--- config.mk ---
export PLATFORM = sky130hd
export DESIGN_NAME = burst_addr_gen
export DESIGN_NICKNAME = d
export VERILOG_FILES = /design/src/rtl/bag_pkg.sv /design/src/rtl/bag_strobe_gate.sv /design/src/rtl/bag_start_reg.sv /design/src/rtl/bag_burst_counter.sv /design/src/rtl/bag_low_mux.sv /design/src/rtl/burst_addr_gen.sv
export SDC_FILE = /design/constraint.sdc
export NUM_CORES = 1
export LEC_CHECK = 0
export BUFFER_PORTS_ARGS = -buffer_cell sky130_fd_sc_hd__buf_2
export CORE_MARGIN = 2
export CORE_UTILIZATION = 44
export DETAILED_ROUTE_END_ITERATION = 7
export GPL_TIMING_DRIVEN = 0
export PLACE_DENSITY = 0.87
export RECOVER_POWER = 100
export SYNTH_ARGS = -nofsm -noshare
export SYNTH_HDL_FRONTEND = slang
export SYNTH_SLANG_ARGS = --single-unit
--- constraint.sdc ---
create_clock -name clk -period 1 [get_ports clk]
set_clock_uncertainty 0.1 [all_clocks]
set_input_delay 0.05 -clock clk [delete_from_list [all_inputs] [get_ports clk]]
set_output_delay 0.05 -clock clk [all_outputs]
set_load 0.01 [all_outputs]
--- src/rtl/bag_pkg.sv ---
package bag_pkg;
  typedef enum logic {
    ORD_INTERLEAVE = 1'b0,
    ORD_LINEAR     = 1'b1
  } order_e;
endpackage

--- src/rtl/bag_strobe_gate.sv ---
module bag_strobe_gate (
  input  logic chip_sel,
  input  logic cpu_strobe,
  input  logic ctl_strobe,
  input  logic advance,
  output logic load_evt,
  output logic step_evt
);
  logic cpu_ok;

  always_comb begin
    cpu_ok   = cpu_strobe & chip_sel;
    load_evt = ctl_strobe | cpu_ok;
    step_evt = advance & ~load_evt;
  end
endmodule

--- src/rtl/bag_start_reg.sv ---
module bag_start_reg
  import bag_pkg::*;
#(
  parameter int ADDR_W = 16,
  parameter int CNT_W  = 2
) (
  input  logic              clk,
  input  logic              rst_n,
  input  logic              load,
  input  logic [ADDR_W-1:0] addr_in,
  input  order_e            order_in,
  output logic [ADDR_W-1:CNT_W] base_hi,
  output logic [CNT_W-1:0]  start_low,
  output order_e            order_q
);
  always_ff @(posedge clk or negedge rst_n) begin
    if (!rst_n) begin
      base_hi   <= '0;
      start_low <= '0;
      order_q   <= ORD_INTERLEAVE;
    end else if (load) begin
      base_hi   <= addr_in[ADDR_W-1:CNT_W];
      start_low <= addr_in[CNT_W-1:0];
      order_q   <= order_in;
    end
  end
endmodule

--- src/rtl/bag_burst_counter.sv ---
module bag_burst_counter #(
  parameter int CNT_W = 2
) (
  input  logic             clk,
  input  logic             rst_n,
  input  logic             load,
  input  logic             step,
  output logic [CNT_W-1:0] cnt
);
  always_ff @(posedge clk or negedge rst_n) begin
    if (!rst_n)    cnt <= '0;
    else if (load) cnt <= '0;
    else if (step) cnt <= cnt + CNT_W'(1);
  end
endmodule

--- src/rtl/bag_low_mux.sv ---
module bag_low_mux
  import bag_pkg::*;
#(
  parameter int CNT_W = 2
) (
  input  logic [CNT_W-1:0] start_low,
  input  logic [CNT_W-1:0] cnt,
  input  order_e           order,
  output logic [CNT_W-1:0] low
);
  function automatic logic [CNT_W-1:0] seq_interleave(
    input logic [CNT_W-1:0] s, input logic [CNT_W-1:0] c);
    return s ^ c;
  endfunction

  function automatic logic [CNT_W-1:0] seq_linear(
    input logic [CNT_W-1:0] s, input logic [CNT_W-1:0] c);
    return s + c;
  endfunction

  logic [CNT_W-1:0] low_il;
  logic [CNT_W-1:0] low_ln;

  always_comb begin
    low_il = seq_interleave(start_low, cnt);
    low_ln = seq_linear(start_low, cnt);
    case (order)
      ORD_LINEAR: low = low_ln;
      default:    low = low_il;
    endcase
  end
endmodule

--- src/rtl/burst_addr_gen.sv ---
module burst_addr_gen
  import bag_pkg::*;
#(
  parameter int ADDR_W = 16,
  parameter int CNT_W  = 2
) (
  input  logic              clk,
  input  logic              rst_n,
  input  logic              chip_sel,
  input  logic              cpu_strobe,
  input  logic              ctl_strobe,
  input  logic              advance,
  input  logic              order_sel,
  input  logic [ADDR_W-1:0] addr_in,
  output logic [ADDR_W-1:0] eff_addr
);
  logic                    load_evt;
  logic                    step_evt;
  logic [CNT_W-1:0]        burst_cnt;
  logic [CNT_W-1:0]        start_low;
  logic [CNT_W-1:0]        low_bits;
  logic [ADDR_W-1:CNT_W]   base_hi;
  order_e                  order_in;
  order_e                  order_q;

  assign order_in = order_e'(order_sel);

  bag_strobe_gate u_gate (
    .chip_sel  (chip_sel),
    .cpu_strobe(cpu_strobe),
    .ctl_strobe(ctl_strobe),
    .advance   (advance),
    .load_evt  (load_evt),
    .step_evt  (step_evt)
  );

  bag_start_reg #(.ADDR_W(ADDR_W), .CNT_W(CNT_W)) u_start (
    .clk      (clk),
    .rst_n    (rst_n),
    .load     (load_evt),
    .addr_in  (addr_in),
    .order_in (order_in),
    .base_hi  (base_hi),
    .start_low(start_low),
    .order_q  (order_q)
  );

  bag_burst_counter #(.CNT_W(CNT_W)) u_cnt (
    .clk  (clk),
    .rst_n(rst_n),
    .load (load_evt),
    .step (step_evt),
    .cnt  (burst_cnt)
  );

  bag_low_mux #(.CNT_W(CNT_W)) u_low (
    .start_low(start_low),
    .cnt      (burst_cnt),
    .order    (order_q),
    .low      (low_bits)
  );

  assign eff_addr = {base_hi, low_bits};
endmodule

======== After elaboration in Yosys (flattened, before gate mapping) ========
Index checks and enable logic that the tools add are counted.
operators by class
  $add $sub $neg .......................... 2
  multiplexer cells ....................... 3
  bitwise gates (word level) .............. 5
  reductions and logical operators ........ 1
operators by type and width
  cell                                         number
  two-way mux 2 bit                            3
  adder 2 x 1 -> 2 bit, second input constant  1
  adder 2 bit                                  1
  AND 1 bit                                    2
  nonzero test 2 bit                           1
  bitwise XOR 2 bit                            1
  NOT 1 bit                                    1
  bitwise OR 1 bit                             1
storage, ports and cells
  bits in registers ....................... 19
  input port bits ......................... 23
  output and inout port bits .............. 16
  logic and storage cells ................. 15

======== Longest topological paths before layout ========
  depth in word-level cells ............... 6
  gate-level depth with buffers ........... 4
  mapped depth without buffers ............ 3

======== Modules after synthesis ========
Synthesis repeated with hierarchy kept, for this count alone.
second synthesis, totals
  cells, all modules ...................... 50
  area total of the unflattened synthesis .. 825.8 um2
modules (own cells, without submodules)
  module             times used  cells an instance  area each (um2)
  bag_start_reg      1           36                 685.7
  bag_burst_counter  1           7                  88.8
  bag_low_mux        1           4                  33.8
  bag_strobe_gate    1           3                  17.5

======== Worst setup path before layout ========
OpenSTA, ideal clock, no wires.
  path kind ............................... in2reg
  start point ............................. input cpu_strobe
  end point ............................... register u_start.base_hi[12] (netlist bit)
  setup time .............................. 0.125 ns
  arrival time ............................ 0.771 ns
  data required time ...................... 0.775 ns
  slack ................................... 0.004 ns
  stages .................................. 4
  path through ............................ a21o_1 -> buf_6 -> buf_12 -> mux2_4
on the way
  cells in the longest elaborated chain, start to end .. 2
RTL lines
  item                  line                   RTL
  from (decl)           burst_addr_gen.sv:10   input logic cpu_strobe,
  AND 1 bit             bag_strobe_gate.sv:12  cpu_ok = cpu_strobe & chip_sel;
  bitwise OR 1 bit      bag_strobe_gate.sv:13  load_evt = ctl_strobe | cpu_ok;
  to (signal assigned)  bag_start_reg.sv:22    base_hi <= addr_in[ADDR_W-1:CNT_W];
  to (decl)             bag_start_reg.sv:12    output logic [ADDR_W-1:CNT_W] base_hi,
Every way passes these cells.
A chain may end at the register's enable or synchronous reset.

======== Final worst setup path ========
  start point ............................. register u_cnt.cnt[0]
  end point ............................... output eff_addr[1]
on the way
  cells in the longest elaborated chain, start to end .. 2
RTL lines
  item                    line                     RTL
  from (decl)             bag_burst_counter.sv:8   output logic [CNT_W-1:0] cnt
  from (signal assigned)  bag_burst_counter.sv:13  else if (step) cnt <= cnt + CNT_W'(1);
  adder 2 bit             bag_low_mux.sv:18        return s + c;
  two-way mux 2 bit       bag_low_mux.sv:27        case (order)
  to (decl)               burst_addr_gen.sv:15     output logic [ADDR_W-1:0] eff_addr
Every way passes these cells.

==> run_results.csv <==
group,metric,value,unit
grt,antenna_found_initial,0,
worst_setup_path,r2r-start,"u_cnt.cnt[0]",
synth,netlist-cell-type-count,14,
sta,fmax,0.735,GHz
placed_design,post-place-ws,-148,ps
power_and_ir_drop,power.static_leakage,0.640,nW
synth,number_of_synthesized_flops_with_an_enable_pin,0,
synth,ys_top_cells_by_count,"19 x dfrtp_1, 9 x mux2_2, 8 x mux2_4, 2 x xnor2_1",
cts,cts-root-to-sink-buffers,2,
detailed_routing,ant_nets,0,
detailed_routing,vias,633,
sta,fin_hold_ws,126,ps
synth,yosys.area_share.adder,0.0156,
synth,post_synth_inst_count,48,
sta,fin_crit_sh,1.36,
die,rows,15,
sta,fin_tns_setup,-676,ps
grt,via_count_of_the_first_global_routing_pass,652,
synth,synth_top_cell_by_area,"dfrtp_1",
layout,finished_core_util,0.758,
worst_setup_path,r2r-end,"u_cnt.cnt[1]",
synth,synth_top_family_by_area,"multiplexers",
worst_setup_path,required,850,ps
detailed_routing,vias_per_cell,4.59,
run_status,failed_checks,"negative setup slack",
worst_setup_path,critical_path.slowest_cell,"dfrtp_1",
layout,n_antenna_cell,0,
sta,finalSetupViolCount,5,
synth,seq_total_area_yosys,0.591,
synth,syn_area,805,um2
synth,synth_simple_gate_area_frac,0.0187,
min_path,hold_path_class,"in -> async",
detailed_routing,wire_per_inst,14.0,um
synth,synth-compound-area-share,0.0280,
sta,slew_violations,0,
sta,period_needed,1360,ps
placed_design,place.gp.congestion,0.646,
synth,synth_flop_cell,"dfrtp_1",
cts,cell_at_the_root_of_the_clock_tree,"clkbuf_4",
detailed_routing,wl,1940,um
worst_setup_path,worst_setup_path_end_kind,"output port",
flow_run,timing.max_cap.violations,0,
sta,finalWorstSetupSlack,-361,ps
layout,postLayoutCellArea,1310,um2
synth,post_synth_xor_area_fraction,0.0327,
layout,layout_fillers,124,
worst_setup_path,cpLargestDelayFamily,"flip-flops",
grt,grt_start_max_net_pins,20,
worst_setup_path,r2r_slack,-10,ps
die,fp.dieW,46.8,um
placed_design,place_area,1030,um2
cts,cts_tree,"built",
sta,slew_headroom,0.688,
placed_design,portBuffers,38,
layout,nNetsFinal,138,
die,boundaryPins,39,
grt,all_layer_global_routing_usage,0.195,
synth,synthDominantCellAreaShare,0.591,
detailed_routing,post-route-drc-count,0,
worst_setup_path,setup.worst_path.start_class,"register",
synth,synth.top_cells.by_area,"dfrtp_1 59%, mux2_4 15%, mux2_2 13%",
worst_setup_path,worst_reg2reg_path_length_in_cells,3,
die,fp.coreArea,1730,um2
grt,grt_overflow,0,
layout,synthesis_to_layout_area_growth,62.7,%
worst_setup_path,critical_path.cell_chain,"ha_2, nand2_2, xnor2_2, buf_2",
layout,layout.cells.non_filler,138,
detailed_routing,drt_pass1_iterations,1,
synth,synth_most_common_cell,"dfrtp_1",
worst_setup_path,cp.buffers_inverters,1,
layout,layout-drive-gt1-share,0.602,
worst_setup_path,setup.worst_path.class,"reg -> out",
cts,cts_num_sinks,19,
synth,post_synthesis_average_cell_area,16.8,um2
synth,postSynthRegisterBits,19,
cts,worst_skew_pair.late_latency,290,ps
synth,postSynth.asyncResetShare,1.00,
placed_design,placedCellCount,111,
cts,cts-buffers-inserted,3,
worst_setup_path,critical_path.max_fanout,2,
synth,postSynthNetCount,72,
die,floorplan.initialDensity,0.466,
power_and_ir_drop,cellPowerDensity,1320,nW/um2
grt,grt_first_pass_wirelength,2820,um
cts,cts-htree-levels,1,
cts,cts.clk_slew.worst_paths,120,ps
worst_setup_path,timing.critical_path.slowest_cell_delay,410,ps
sta,timing_worst_slew_pin_value,469,ps
sta,finalHoldViolCount,0,
die,chipHeight,46.8,um
synth,synthesis.yosys.warnings,0,
run_status,run_status,"complete, but fails checks",
die,floorplan.die_area,2190,um2
synth,yosys-mux-area-fraction,0.275,
detailed_routing,drt-initial-drc-count,0,
sta,rsz0062_at_grt,"yes",
power_and_ir_drop,vdd.ir_drop.worst,1370,uV
power_and_ir_drop,finalPower,1.73,mW
worst_setup_path,crit_arrival,1210,ps
## layout by cell type, fill, tap and decap left out, types with 2 or more instances in the layout
| cell type | Yosys | routed |
|---|---|---|
| buf_2 | 0 | 36 |
| dlygate4sd3_1 | 0 | 19 |
| dfrtp_1 | 19 | 19 |
| mux2_2 | 9 | 9 |
| mux2_4 | 8 | 5 |
| buf_6 | 1 | 4 |
| mux2_1 | 0 | 3 |
| clkbuf_4 | 0 | 3 |
| buf_4 | 0 | 2 |
## power breakdown
part | total, mW | leakage [nW] | switching, mW | internal, mW
Sequential | 0.886 | 0.225 | 0.0444 | 0.842
Clock | 0.398 | 0.0139 | 0.245 | 0.152
Combinational | 0.442 | 0.401 | 0.169 | 0.272
## sequential cells by signal, indices dropped and copies added, names as in the netlist
register           flops
u_start.order_q        1
u_start.start_low      2
u_cnt.cnt              2
u_start.base_hi       14
## cells by family (layout without fill, tap and decap cells)
group / after synthesis / after routing
flip-flops: 19 / 19
XOR/XNOR: 3 / 3
adder cells (fa/ha/maj): 1 / 1
AND/OR/NAND/NOR: 3 / 3
multiplexers: 17 / 17
AO/OA/AOI/OAI: 3 / 3
buffers and inverters: 2 / 67
## metal layers
| metal | wire length, um | up-vias | part of all wire | GRT usage |
|---|---|---|---|---|
| li1 | - | 297 | - | - |
| met1 | 720 | 316 | 0.37 | 0.198 |
| met2 | 1130 | 18 | 0.58 | 0.373 |
| met3 | 81 | 2 | 0.042 | 0.0692 |
| met4 | 9 | 0 | 0.0046 | 0.0500 |
| met5 | 0 | - | 0 | 0 |
## layout make-up
type / count / area, um2 / share of cell area
Sequential cell: 19 / 475 / 0.363
Timing Repair Buffer: 61 / 424 / 0.324
Multi-Input combinational cell: 27 / 317 / 0.242
Buffer: 2 / 31.3 / 0.0239
Tap cell: 25 / 31.3 / 0.0239
Clock buffer: 3 / 22.5 / 0.0172
Clock inverter: 1 / 7.51 / 0.00574
## worst max path at each step
stage	startpoint	cells after the start	endpoint	slack, ps
finish	u_cnt.cnt[0]	4	eff_addr[1]	-360
global route	u_start.start_low[0]	4	eff_addr[1]	-420
CTS	u_start.start_low[0]	4	eff_addr[1]	-360
detailed placement	cpu_strobe	5	u_start.base_hi[12]	-150
global placement	cpu_strobe	5	u_start.base_hi[3]	-130
floorplan	cpu_strobe	4	u_start.base_hi[12]	4
## repair_timing
action                     4_1_cts  5_1_grt
resized for setup                3        6
pin swaps                        0        2
setup endpoints to repair       11       18
hold endpoints to repair        38        0
setup buffers                    3        2
hold buffers                    19        0
(Power assumes the default switching activity.)
